`src/rtl/acc_pair_pkg.sv`:
```
package acc_pair_pkg;
  parameter int unsigned PART_W  = 16;
  parameter int unsigned HI_BITS = 8;
  parameter int unsigned ACC_W   = 2 * PART_W + HI_BITS;
  parameter int unsigned NUM_ACC = 2;

  typedef enum logic [1:0] {
    PART_LO   = 2'd0,
    PART_MID  = 2'd1,
    PART_HI   = 2'd2,
    PART_NONE = 2'd3
  } part_e;

  typedef struct packed {
    logic [PART_W-1:0] hi;
    logic [PART_W-1:0] mid;
    logic [PART_W-1:0] lo;
  } acc_regs_t;
endpackage

```
`src/rtl/acc_slice.sv`:
```
module acc_slice
  import acc_pair_pkg::*;
(
  input  logic             clk_i,
  input  logic             rst_ni,
  input  logic             mode40_i,
  input  logic             wr_en_i,
  input  part_e            part_i,
  input  logic [PART_W-1:0] data_i,
  input  logic             wide_we_i,
  input  logic [ACC_W-1:0] wide_data_i,
  output acc_regs_t        regs_o
);
  localparam int unsigned EXT_W  = PART_W - HI_BITS;
  localparam int unsigned MID_LO = PART_W;
  localparam int unsigned HI_LO  = 2 * PART_W;

  acc_regs_t regs_q, regs_d;

  always_comb begin
    regs_d = regs_q;
    if (wide_we_i) begin
      regs_d.lo  = wide_data_i[MID_LO-1:0];
      regs_d.mid = wide_data_i[HI_LO-1:MID_LO];
      regs_d.hi  = {{EXT_W{wide_data_i[ACC_W-1]}}, wide_data_i[ACC_W-1:HI_LO]};
    end else if (wr_en_i) begin
      unique case (part_i)
        PART_LO:  regs_d.lo = data_i;
        PART_MID: begin
          regs_d.mid = data_i;
          if (mode40_i) begin
            regs_d.hi = {PART_W{data_i[PART_W-1]}};
            regs_d.lo = '0;
          end
        end
        PART_HI:  regs_d.hi = {{EXT_W{data_i[HI_BITS-1]}}, data_i[HI_BITS-1:0]};
        default:  ;
      endcase
    end
  end

  always_ff @(posedge clk_i or negedge rst_ni) begin
    if (!rst_ni) regs_q <= '0;
    else         regs_q <= regs_d;
  end

  assign regs_o = regs_q;

  a_r3_hi_sign_kept: assert property (@(posedge clk_i) disable iff (!rst_ni)
    regs_q.hi[PART_W-1:HI_BITS] == {EXT_W{regs_q.hi[HI_BITS-1]}});

  a_r8_wide_wins: assert property (@(posedge clk_i) disable iff (!rst_ni)
    wide_we_i |=> (regs_q.lo == $past(wide_data_i[MID_LO-1:0]))
               && (regs_q.mid == $past(wide_data_i[HI_LO-1:MID_LO]))
               && (regs_q.hi[HI_BITS-1:0] == $past(wide_data_i[ACC_W-1:HI_LO])));

  a_r5_mid_extend: assert property (@(posedge clk_i) disable iff (!rst_ni)
    (wr_en_i && !wide_we_i && part_i == PART_MID && mode40_i)
      |=> (regs_q.lo == '0) && (regs_q.hi == {PART_W{$past(data_i[PART_W-1])}}));

  a_r4_mid_only: assert property (@(posedge clk_i) disable iff (!rst_ni)
    (wr_en_i && !wide_we_i && part_i == PART_MID && !mode40_i)
      |=> $stable(regs_q.lo) && $stable(regs_q.hi));

  a_r9_none_ignored: assert property (@(posedge clk_i) disable iff (!rst_ni)
    ((!wr_en_i || part_i == PART_NONE) && !wide_we_i) |=> $stable(regs_q));
endmodule

```
`src/rtl/acc_read_mux.sv`:
```
module acc_read_mux
  import acc_pair_pkg::*;
#(
  parameter int unsigned IDX_W = 1
) (
  input  acc_regs_t [NUM_ACC-1:0] regs_i,
  input  logic [IDX_W-1:0]        acc_i,
  input  part_e                   part_i,
  output logic [PART_W-1:0]       data_o
);
  acc_regs_t sel;

  always_comb begin
    sel = regs_i[acc_i];
    unique case (part_i)
      PART_LO:  data_o = sel.lo;
      PART_MID: data_o = sel.mid;
      PART_HI:  data_o = sel.hi;
      default:  data_o = '0;
    endcase
  end
endmodule

```
`src/rtl/acc_wide_view.sv`:
```
module acc_wide_view
  import acc_pair_pkg::*;
#(
  parameter int unsigned OUT_W = 64
) (
  input  acc_regs_t        regs_i,
  output logic [OUT_W-1:0] wide_o
);
  localparam int unsigned PAD_W = OUT_W - ACC_W;

  logic [ACC_W-1:0] raw;
  assign raw    = {regs_i.hi[HI_BITS-1:0], regs_i.mid, regs_i.lo};
  assign wide_o = {{PAD_W{raw[ACC_W-1]}}, raw};
endmodule

```
`src/rtl/acc_pair_regs.sv`:
```
module acc_pair_regs
  import acc_pair_pkg::*;
#(
  parameter int unsigned OUT_W = 64,
  parameter int unsigned IDX_W = (NUM_ACC > 1) ? $clog2(NUM_ACC) : 1
) (
  input  logic                              clk_i,
  input  logic                              rst_ni,
  input  logic                              mode40_i,
  input  logic                              wr_en_i,
  input  logic [IDX_W-1:0]                  wr_acc_i,
  input  logic [1:0]                        wr_part_i,
  input  logic [PART_W-1:0]                 wr_data_i,
  input  logic [NUM_ACC-1:0]                wide_we_i,
  input  logic [NUM_ACC-1:0][ACC_W-1:0]     wide_wdata_i,
  input  logic [IDX_W-1:0]                  rd_acc_i,
  input  logic [1:0]                        rd_part_i,
  output logic [PART_W-1:0]                 rd_data_o,
  output logic [NUM_ACC-1:0][OUT_W-1:0]     wide_rdata_o
);
  acc_regs_t [NUM_ACC-1:0] regs;

  for (genvar g = 0; g < NUM_ACC; g++) begin : g_acc
    logic sel_wr;
    assign sel_wr = wr_en_i && (wr_acc_i == IDX_W'(g));

    acc_slice u_slice (
      .clk_i       (clk_i),
      .rst_ni      (rst_ni),
      .mode40_i    (mode40_i),
      .wr_en_i     (sel_wr),
      .part_i      (part_e'(wr_part_i)),
      .data_i      (wr_data_i),
      .wide_we_i   (wide_we_i[g]),
      .wide_data_i (wide_wdata_i[g]),
      .regs_o      (regs[g])
    );

    acc_wide_view #(.OUT_W(OUT_W)) u_view (
      .regs_i (regs[g]),
      .wide_o (wide_rdata_o[g])
    );

    a_r7_wide_sign: assert property (@(posedge clk_i) disable iff (!rst_ni)
      wide_rdata_o[g][OUT_W-1:ACC_W-1] == {(OUT_W-ACC_W+1){regs[g].hi[HI_BITS-1]}});

    a_r10_isolated: assert property (@(posedge clk_i) disable iff (!rst_ni)
      (!wide_we_i[g] && !(wr_en_i && wr_acc_i == IDX_W'(g)))
        |=> $stable(wide_rdata_o[g]));
  end

  acc_read_mux #(.IDX_W(IDX_W)) u_rd (
    .regs_i (regs),
    .acc_i  (rd_acc_i),
    .part_i (part_e'(rd_part_i)),
    .data_o (rd_data_o)
  );
endmodule

```
`config.mk`:
```
export PLATFORM = sky130hd
export DESIGN_NAME = acc_pair_regs
export DESIGN_NICKNAME = d
export VERILOG_FILES = /design/src/rtl/acc_pair_pkg.sv /design/src/rtl/acc_slice.sv /design/src/rtl/acc_read_mux.sv /design/src/rtl/acc_wide_view.sv /design/src/rtl/acc_pair_regs.sv
export SDC_FILE = /design/constraint.sdc
export NUM_CORES = 1
export LEC_CHECK = 0
export ABC_AREA = 1
export CORE_MARGIN = 3
export CORE_UTILIZATION = 35
export DETAILED_ROUTE_END_ITERATION = 8
export GPL_ROUTABILITY_DRIVEN = 0
export PLACE_DENSITY = 0.71
export SLEW_MARGIN = 10
export SYNTH_ARGS = -nofsm -noshare
export SYNTH_HDL_FRONTEND = slang
export SYNTH_SLANG_ARGS = --single-unit
```
`constraint.sdc`:
```
create_clock -name clk_i -period 1.8 [get_ports clk_i]
set_input_delay 0.27 -clock clk_i [delete_from_list [all_inputs] [get_ports clk_i]]
set_output_delay 0.27 -clock clk_i [all_outputs]
set_load 0.02 [all_outputs]
```
==> results of run 1 <==
-- repair_timing --
action                                  4_1_cts  5_1_grt
endpoints found under the setup margin       66       10
gates resized for setup                     120       19
pin swaps                                     3        1
hold buffers                                  1        0
endpoints found under the hold margin        34        0
buffers inserted                              1        1
-- worst min path at each step --
| stage | to | cells after the start |
|---|---|---|
| after floorplan | g_acc[0].u_slice.regs_o[0]$_DFFE_PN0P_ | 0 |
| after global placement | g_acc[1].u_slice.regs_o[30]$_DFFE_PN0P_ | 1 |
| after detailed placement | g_acc[0].u_slice.regs_o[30]$_DFFE_PN0P_ | 1 |
| after CTS | g_acc[1].u_slice.regs_o[0]$_DFFE_PN0P_ | 5 |
| after global routing | g_acc[1].u_slice.regs_o[22]$_DFFE_PN0P_ | 5 |
| final | g_acc[1].u_slice.regs_o[0]$_DFFE_PN0P_ | 5 |
-- synth_stat cells, drive strengths merged --
master / n / area, um2
nand2: 311 / 1195
o21ai: 85 / 444.2
dfrtp: 80 / 2002
buf: 71 / 500.5
nand3: 48 / 240.2
inv: 32 / 120.1
o211ai: 24 / 185.2
nor2: 22 / 107.6
o21a: 18 / 135.1
clkbuf: 16 / 61.30
a21oi: 14 / 70.07
a21boi: 10 / 75.07
or2: 8 / 50.05
-- metal layers --
metal,share of wire,vias to the layer above,GRT usage
li1,-,2812,-
met1,0.43,2749,0.3466
met2,0.46,300,0.3829
met3,0.086,33,0.05125
met4,0.022,0,0.07990
met5,0,-,0
-- layout make-up --
type | count | area [um2] | share of cell area
Clock buffer | 12 | 246.5 | 0.03028
Sequential cell | 80 | 2002 | 0.2459
Timing Repair Buffer | 310 | 2967 | 0.3644
Antenna cell | 1 | 2.502 | 0.0003074
Clock inverter | 3 | 42.54 | 0.005225
Multi-Input combinational cell | 540 | 2536 | 0.3115
Inverter | 32 | 120.1 | 0.01475
Tap cell | 180 | 225.2 | 0.02766
-- kinds of logic after synthesis --
logic type      after synthesis
flops                        80
buf+inv                     119
compound gates              151
simple gates                389
-- worst max-delay path, stage by stage (launching register included) --
cell,delay [ps]
sky130_fd_sc_hd__dfrtp_1,400
sky130_fd_sc_hd__or2_4,250
sky130_fd_sc_hd__o211ai_4,110
sky130_fd_sc_hd__buf_6,160
sky130_fd_sc_hd__nand3_1,90
sky130_fd_sc_hd__buf_6,150
-- layout by cell type (no fill, tap or decap), types with 2 or more instances in the layout --
cell type	Yosys	final
sky130_fd_sc_hd__clkbuf_16	0	9
sky130_fd_sc_hd__buf_12	0	9
sky130_fd_sc_hd__o21ai_0	74	74
sky130_fd_sc_hd__o21ai_2	2	2
sky130_fd_sc_hd__buf_6	3	9
sky130_fd_sc_hd__o21a_1	18	18
sky130_fd_sc_hd__nand2_2	5	5
sky130_fd_sc_hd__dfrtp_1	80	80
sky130_fd_sc_hd__a21oi_1	14	14
sky130_fd_sc_hd__buf_2	13	9
sky130_fd_sc_hd__clkbuf_1	15	2
sky130_fd_sc_hd__o211ai_1	23	23
sky130_fd_sc_hd__nand3_2	0	3
sky130_fd_sc_hd__inv_2	2	3
sky130_fd_sc_hd__nand3_1	48	45
sky130_fd_sc_hd__clkdlybuf4s50_1	0	179
sky130_fd_sc_hd__or2_2	8	7
sky130_fd_sc_hd__a21boi_0	10	10
sky130_fd_sc_hd__inv_1	30	29
sky130_fd_sc_hd__nor2_4	3	4
sky130_fd_sc_hd__nor2_1	18	17
sky130_fd_sc_hd__nand2_4	2	2
sky130_fd_sc_hd__nand2_1	304	304
sky130_fd_sc_hd__o21ai_1	8	8
sky130_fd_sc_hd__buf_4	52	51
sky130_fd_sc_hd__dlygate4sd2_1	0	52
-- stage by stage --
step / cells / util / hold WS, ps / TNS [ps] / power (mW)
after floorplan: 739 / - / -25.59 / 0 / 3.766
after global placement: 1139 / 0.5544 / 284.4 / -7273 / 5.167
after detailed placement: 1139 / 0.5544 / 287.3 / -7658 / 5.185
after CTS: 1156 / 0.5692 / 342.2 / -12.29 / 6.853
after global routing: 1158 / 0.5732 / 374.9 / -17.84 / 7.173
final: 1158 / 0.5732 / 349.8 / 0 / 6.861
-- where the power goes --
| part | total (mW) | switching, mW | internal [mW] |
|---|---|---|---|
| sequential | 2.29 | 0.243 | 2.04 |
| clock | 1.84 | 0.733 | 1.10 |
| combinational | 2.74 | 1.51 | 1.23 |
| total | 6.86 | 2.49 | 4.37 |
==> metrics.log, run 1 <==
[metrics] outcome: completed
[metrics] start point of the worst hold path: wide_we_i[1]
[metrics] slew at the pin closest to its max-slew limit: 551.7 ps
[metrics] leakage power: 4.029 nW
[metrics] total standard cell area after synthesis: 5186 um2
[metrics] post-synthesis compound-gate area fraction: 0.1754
[metrics] syn avg cell area: 7.018 um2
[metrics] global-route wire length before repair: 31750 um
[metrics] RSZ-0062 raised after global routing: yes
[metrics] Seq cells post-synth: 80
[metrics] initial antenna violation count: 1
[metrics] cts bufs inserted: 9
[metrics] Post-Syn Nets: 847
[metrics] peak fanout along the critical path: 4
[metrics] final setup violating endpoints: 0
[metrics] data arrival time of the critical path: 1490 ps
[metrics] post-synthesis share of cell area spent on xor and xnor gates: 0
[metrics] Synthesis Warnings: 0
[metrics] total non-filler cell area in the finished layout: 8142 um2
[metrics] relative area change from synthesis to final layout: 56.98%
[metrics] worst slew slack as a fraction of its limit: 0.6322
[metrics] source of the worst register-to-register timing path: g_acc[0].u_slice.regs_o[46]$_DFFE_PN0P_
[metrics] post-synthesis simple-gate area fraction: 0.3071
[metrics] buffers added on ports: 251
[metrics] detailed-route wire length: 20630 um
[metrics] max reg flops: 80
[metrics] maximum clock frequency: 567.4 MHz
[metrics] aggregate global routing overflow: 0
[metrics] gr usage total: 0.2473
[metrics] number of nets in the layout: 1081
[metrics] terminus of the critical flop-to-flop path: g_acc[0].u_slice.regs_o[46]$_DFFE_PN0P_
[metrics] pre-CTS worst setup slack: -570.1 ps
[metrics] cell area after placement: 7875 um2
[metrics] routed vias/inst: 5.090
[metrics] worst-skew pair later-pin latency: 340 ps
[metrics] kind of critical path: reg -> out
[metrics] number of cells produced by synthesis: 739
[metrics] critical path startpoint: g_acc[0].u_slice.regs_o[46]$_DFFE_PN0P_
[metrics] number of remaining DRC errors: 0
[metrics] kind of end point of the critical path: primary output
[metrics] vertical die dimension: 127.7 um
[metrics] die span in x: 127.7 um
[metrics] post-detailed-route count of antenna-violating nets: 0
[metrics] filler cell count in the final layout: 1351
[metrics] HPWL Detailed: 16070 um
[metrics] Critical Path Sink: rd_data_o[12]
[metrics] number of rows in the core area: 43
[metrics] slack of the worst reg-to-reg path: 840 ps
[metrics] combinational family with the most area after synthesis: simple AND/OR/NAND/NOR gates
[metrics] full die area: 16320 um2
[metrics] Top Ports: 252
[metrics] areal power density over the cells: 842.8 nW/um2
[metrics] post-synthesis mux area share: 0
[metrics] final hold violation count: 0
[metrics] IR drop worst, VDD: 491.8 uV
[metrics] total via count in the routed design: 5894
[metrics] post-synth cell types: 26
[metrics] clock sink total: 80
[metrics] CTS Buffer Depth: 2
[metrics] Initial DRT Pass Iterations: 5
[metrics] wire length per cell: 17.82 um
[metrics] starting density of the core: 0.3651
[metrics] required time reported for the critical path endpoint: 1530 ps
[metrics] synthesized-area fraction occupied by adder cells: 0
[metrics] pin count of the biggest net entering global routing: 45
[metrics] Hold Crit Class: in -> reg
[metrics] worst setup skew after layout: 0 ps
[metrics] Final WS setup: 37.45 ps
[metrics] reg2reg path depth: 4
[metrics] count of final max-slew check failures: 0
[metrics] fraction of layout instances using a drive strength above 1: 0.1238
[metrics] First DRT Iteration DRCs: 713
[metrics] startpoint class of the critical path: register
[metrics] clock-pin transition on the worst setup and hold timing paths: 60 ps
[metrics] count of maximum capacitance violations: 0
[metrics] CTS tree: done
[metrics] placeable core region: 14200 um2
[metrics] ratio of final minimum period to clock period: 0.9792
[metrics] part of the Yosys area used for sequential elements: 0.3860
[metrics] vias in the first global route: 5629
[metrics] Max H-tree Level: 3
[metrics] final critical delay including setup and external delays: 1763 ps
[metrics] root buffer cell: sky130_fd_sc_hd__clkbuf_16
Note: power is estimated with default switching activity, not from simulation.
==> inputs of run 2 (changes only) <==
- ABC_AREA: 1 -> 0
- PLACE_DENSITY: 0.71 -> 0.69
- RECOVER_POWER: default -> 100
- SETUP_SLACK_MARGIN: default -> 0.1
==> run 2 against run 1 <==
Effect of this change: the flow now finishes with violations (negative setup slack); die area increased by 6.1%; maximum frequency decreased by 6.8%; via count decreased by 7.7%; final area grew 8.1%; register-to-register slack lost 330 ps; synthesized cell count shrank 28%; global-route usage shrank 0.48 points; setup slack lost 130 ps; largest power group unchanged; clock skew is the same; clock power up 9%; final cell count decreased by 13%; first-iteration DRC count is 47% lower; largest cell class unchanged; highest routed layer unchanged.
==> metrics.log, run 2 <==
[metrics] slew at the pin closest to its max-slew limit: 869.4 ps
[metrics] root buffer cell: sky130_fd_sc_hd__clkbuf_16
[metrics] CTS Buffer Depth: 2
[metrics] placeable core region: 15310 um2
[metrics] Max H-tree Level: 3
[metrics] final hold violation count: 0
[metrics] slack of the worst reg-to-reg path: 510 ps
[metrics] Net Sw Frac: 0.3466
[metrics] kind of end point of the critical path: primary output
[metrics] initial antenna violation count: 1
[metrics] relative area change from synthesis to final layout: 59.53%
[metrics] fraction of layout instances using a drive strength above 1: 0.2932
[metrics] required time reported for the critical path endpoint: 1530 ps
[metrics] wire length per cell: 21.42 um
[metrics] worst slew slack as a fraction of its limit: 0.4204
[metrics] clock-pin transition on the worst setup and hold timing paths: 60 ps
[metrics] vias in the first global route: 5649
[metrics] final critical delay including setup and external delays: 1892 ps
[metrics] number of rows in the core area: 45
[metrics] Final WS setup: -92.13 ps
[metrics] clock group share of total power: 0.280
[metrics] number of enable flip-flop cells after synthesis: 0
[metrics] max reg flops: 80
[metrics] number of cells produced by synthesis: 530
[metrics] top cell type's share of synthesized area: 0.3627
[metrics] maximum clock frequency: 528.5 MHz
[metrics] violated checks: negative setup slack
[metrics] total via count in the routed design: 5442
[metrics] part of the Yosys area used for sequential elements: 0.3627
[metrics] gr usage total: 0.2425
[metrics] critical path startpoint: g_acc[0].u_slice.regs_o[0]$_DFFE_PN0P_
[metrics] power spent charging and discharging nets: 2.479 mW
[metrics] detailed-route wire length: 21640 um
[metrics] post-detailed-route count of antenna-violating nets: 0
[metrics] leakage power: 3.993 nW
[metrics] starting density of the core: 0.3604
[metrics] number of remaining DRC errors: 0
[metrics] async set-or-reset flop fraction in the synthesized netlist: 1.000
[metrics] post-synth cell types: 37
[metrics] ratio of final minimum period to clock period: 1.051
[metrics] worst-skew pair later-pin latency: 350 ps
[metrics] filler cell count in the final layout: 1352
[metrics] Hold Crit Class: in -> reg
[metrics] First DRT Iteration DRCs: 375
[metrics] critical path's largest stage delay: 390 ps
[metrics] critical path's slowest cell: sky130_fd_sc_hd__dfrtp_1
[metrics] Comb power frac: 0.408
[metrics] final core area utilization: 0.5749
[metrics] buffers added on ports: 251
[metrics] cell types occupying the most area after synthesis: sky130_fd_sc_hd__dfrtp_1 (36%), sky130_fd_sc_hd__mux2_2 (9.6%), sky130_fd_sc_hd__mux2_4 (8.2%)
[metrics] Initial DRT Pass Iterations: 6
[metrics] number of nets in the layout: 901
[metrics] final setup violating endpoints: 14
[metrics] worst setup skew after layout: 0 ps
[metrics] Seq cells post-synth: 80
[metrics] CP Cell Sequence: mux2_4 -> a221oi_2 -> buf_4 -> a31oi_4 -> buf_6
[metrics] Top Ports: 252
[metrics] most frequently used flop master after synthesis: sky130_fd_sc_hd__dfrtp_1
[metrics] syn avg cell area: 10.41 um2
[metrics] global-route wire length before repair: 32980 um
[metrics] Critical Path Sink: rd_data_o[0]
[metrics] pin count of the biggest net entering global routing: 48
[metrics] areal power density over the cells: 812.4 nW/um2
[metrics] aggregate global routing overflow: 0
[metrics] reg2reg path depth: 3
[metrics] count of maximum capacitance violations: 0
[metrics] total standard cell area after synthesis: 5519 um2
[metrics] most frequent cells in the layout: sky130_fd_sc_hd__clkdlybuf4s50_1 (100), sky130_fd_sc_hd__dlygate4sd2_1 (81), sky130_fd_sc_hd__dfrtp_1 (79)
[metrics] Post-Syn Nets: 638
[metrics] clock sink total: 80
[metrics] full die area: 17310 um2
[metrics] kind of critical path: reg -> out
[metrics] IR drop worst, VDD: 479.0 uV
[metrics] RSZ-0062 raised after global routing: yes
[metrics] sequential fraction of design power: 0.312
[metrics] cts bufs inserted: 9
[metrics] HPWL Detailed: 16570 um
[metrics] count of final max-slew check failures: 0
[metrics] CTS tree: done
[metrics] pre-CTS worst setup slack: -816.0 ps
[metrics] outcome: finished, violations left
[metrics] terminus of the critical flop-to-flop path: g_acc[1].u_slice.regs_o[46]$_DFFE_PN0P_
[metrics] commonest non-fill, non-tap cell in the layout: sky130_fd_sc_hd__clkdlybuf4s50_1
[metrics] most frequent cell after synthesis: sky130_fd_sc_hd__dfrtp_1
[metrics] cell-internal power: 4.673 mW
[metrics] startpoint class of the critical path: register
[metrics] area leader, netlist: sky130_fd_sc_hd__dfrtp_1
[metrics] synth cell count leaders: sky130_fd_sc_hd__dfrtp_1 (80), sky130_fd_sc_hd__nand2_1 (73), sky130_fd_sc_hd__buf_4 (49), sky130_fd_sc_hd__mux2_2 (47), sky130_fd_sc_hd__o31ai_1 (32)
[metrics] vertical die dimension: 131.6 um
[metrics] Synthesis Warnings: 0
[metrics] data arrival time of the critical path: 1620 ps
[metrics] peak fanout along the critical path: 2
[metrics] source of the worst register-to-register timing path: g_acc[1].u_slice.regs_o[46]$_DFFE_PN0P_
[metrics] routed vias/inst: 5.388
[metrics] worst-case hold slack: 510.5 ps
[metrics] die span in x: 131.6 um
[run 2: cell count changes in the layout (fill, tap and decap cells not counted), moves of 38 or more]
| cell | delta |
|---|---|
| sky130_fd_sc_hd__clkdlybuf4s50_1 | -79 |
| sky130_fd_sc_hd__nand3_1 | -45 |
| sky130_fd_sc_hd__nand2_1 | -235 |
| sky130_fd_sc_hd__o21ai_0 | -58 |
| sky130_fd_sc_hd__mux2_2 | +39 |
| sky130_fd_sc_hd__mux2_4 | +38 |
[run 2: metrics by stage]
step	TNS [ps]	cells	instance area (um2)	total power, mW
floorplan	-78.05	530	5519	3.781
global placement	-21860	986	8436	5.283
detailed placement	-25100	986	8436	5.323
CTS	-552.4	1005	8807	7.217
global route	-3598	1010	8805	7.443
finish	-424.9	1010	8805	7.153
[run 2: final cells by class]
type                    count  area (um2)  area share
repair buffers            347        3077      0.3494
multi-input cells         337        3069      0.3486
flip-flops and latches     80        2003      0.2275
well taps                 211       264.0     0.02998
clock buffers              10       239.0     0.02714
clock inverters             6       82.58    0.009379
inverters                  18       67.56    0.007674
diodes                      1       2.502   0.0002842
[run 2: how the worst min path moves through the flow]
stage	start	endpoint	slack, ps	cells past startpoint
2_1_floorplan	rst_ni	g_acc[0].u_slice.regs_o[0]$_DFFE_PN0P_	-30	0
3_3_place_gp	rst_ni	g_acc[1].u_slice.regs_o[24]$_DFFE_PN0P_	250	1
3_5_place_dp	rst_ni	g_acc[1].u_slice.regs_o[24]$_DFFE_PN0P_	250	1
4_1_cts	rst_ni	g_acc[0].u_slice.regs_o[25]$_DFFE_PN0P_	430	2
5_1_grt	wide_we_i[1]	g_acc[1].u_slice.regs_o[32]$_DFFE_PN0P_	540	3
6_report	wide_we_i[1]	g_acc[1].u_slice.regs_o[38]$_DFFE_PN0P_	510	3
[run 2: kinds of logic (layout without fill, tap and decap cells)]
| family | Yosys count | count (layout) | share of synthesized area |
|---|---|---|---|
| other | 0 | 1 | 0 |
| buffers and inverters | 113 | 381 | 0.1356 |
| multiplexers | 96 | 96 | 0.2165 |
| AND/OR/NAND/NOR | 103 | 103 | 0.09703 |
| AO/OA/AOI/OAI | 138 | 138 | 0.1882 |
| flip-flops | 80 | 80 | 0.3627 |
[run 2: what timing repair did]
| item | 4_1_cts | 5_1_grt |
|---|---|---|
| hold endpoints to repair | 33 | 0 |
| pin swaps | 4 | 8 |
| gates resized for setup | 223 | 69 |
| endpoints found under the setup margin | 98 | 86 |
| setup buffers | 2 | 4 |
| hold buffers | 1 | 0 |
| cloned | 0 | 0 |
[run 2: layer usage]
metal  GRT usage  up-vias  part of all wire
met5           0        -                 0
met1      0.3054     2649              0.41
met4     0.08051        0             0.046
met2      0.4049      298              0.47
met3     0.06317       71             0.070
li1            -     2424                 -
[run 2: worst max-delay path: cells and delay by family (launching register included)]
kind                   cells  cell delay [ps]
multiplexers               1              280
buffers and inverters      2              330
AO/OA/AOI/OAI              2              280
flip-flops                 1              390
[run 2: power by group through the flow]
| stage | registers, mW | clock network, mW | logic [mW] |
|---|---|---|---|
| 2_1_floorplan | 2.54 | 0 | 1.24 |
| 3_3_place_gp | 2.26 | 0 | 3.02 |
| 3_5_place_dp | 2.26 | 0 | 3.06 |
| 4_1_cts | 2.24 | 2.03 | 2.95 |
| 5_1_grt | 2.26 | 2.10 | 3.08 |
| 6_report | 2.23 | 2.00 | 2.92 |
==> inputs of run 3 (changes only) <==
- CTS_CLUSTER_SIZE: default -> 8
==> results of run 3 <==
Same layout as run 2: the final DEF is identical, and so are final timing and power.
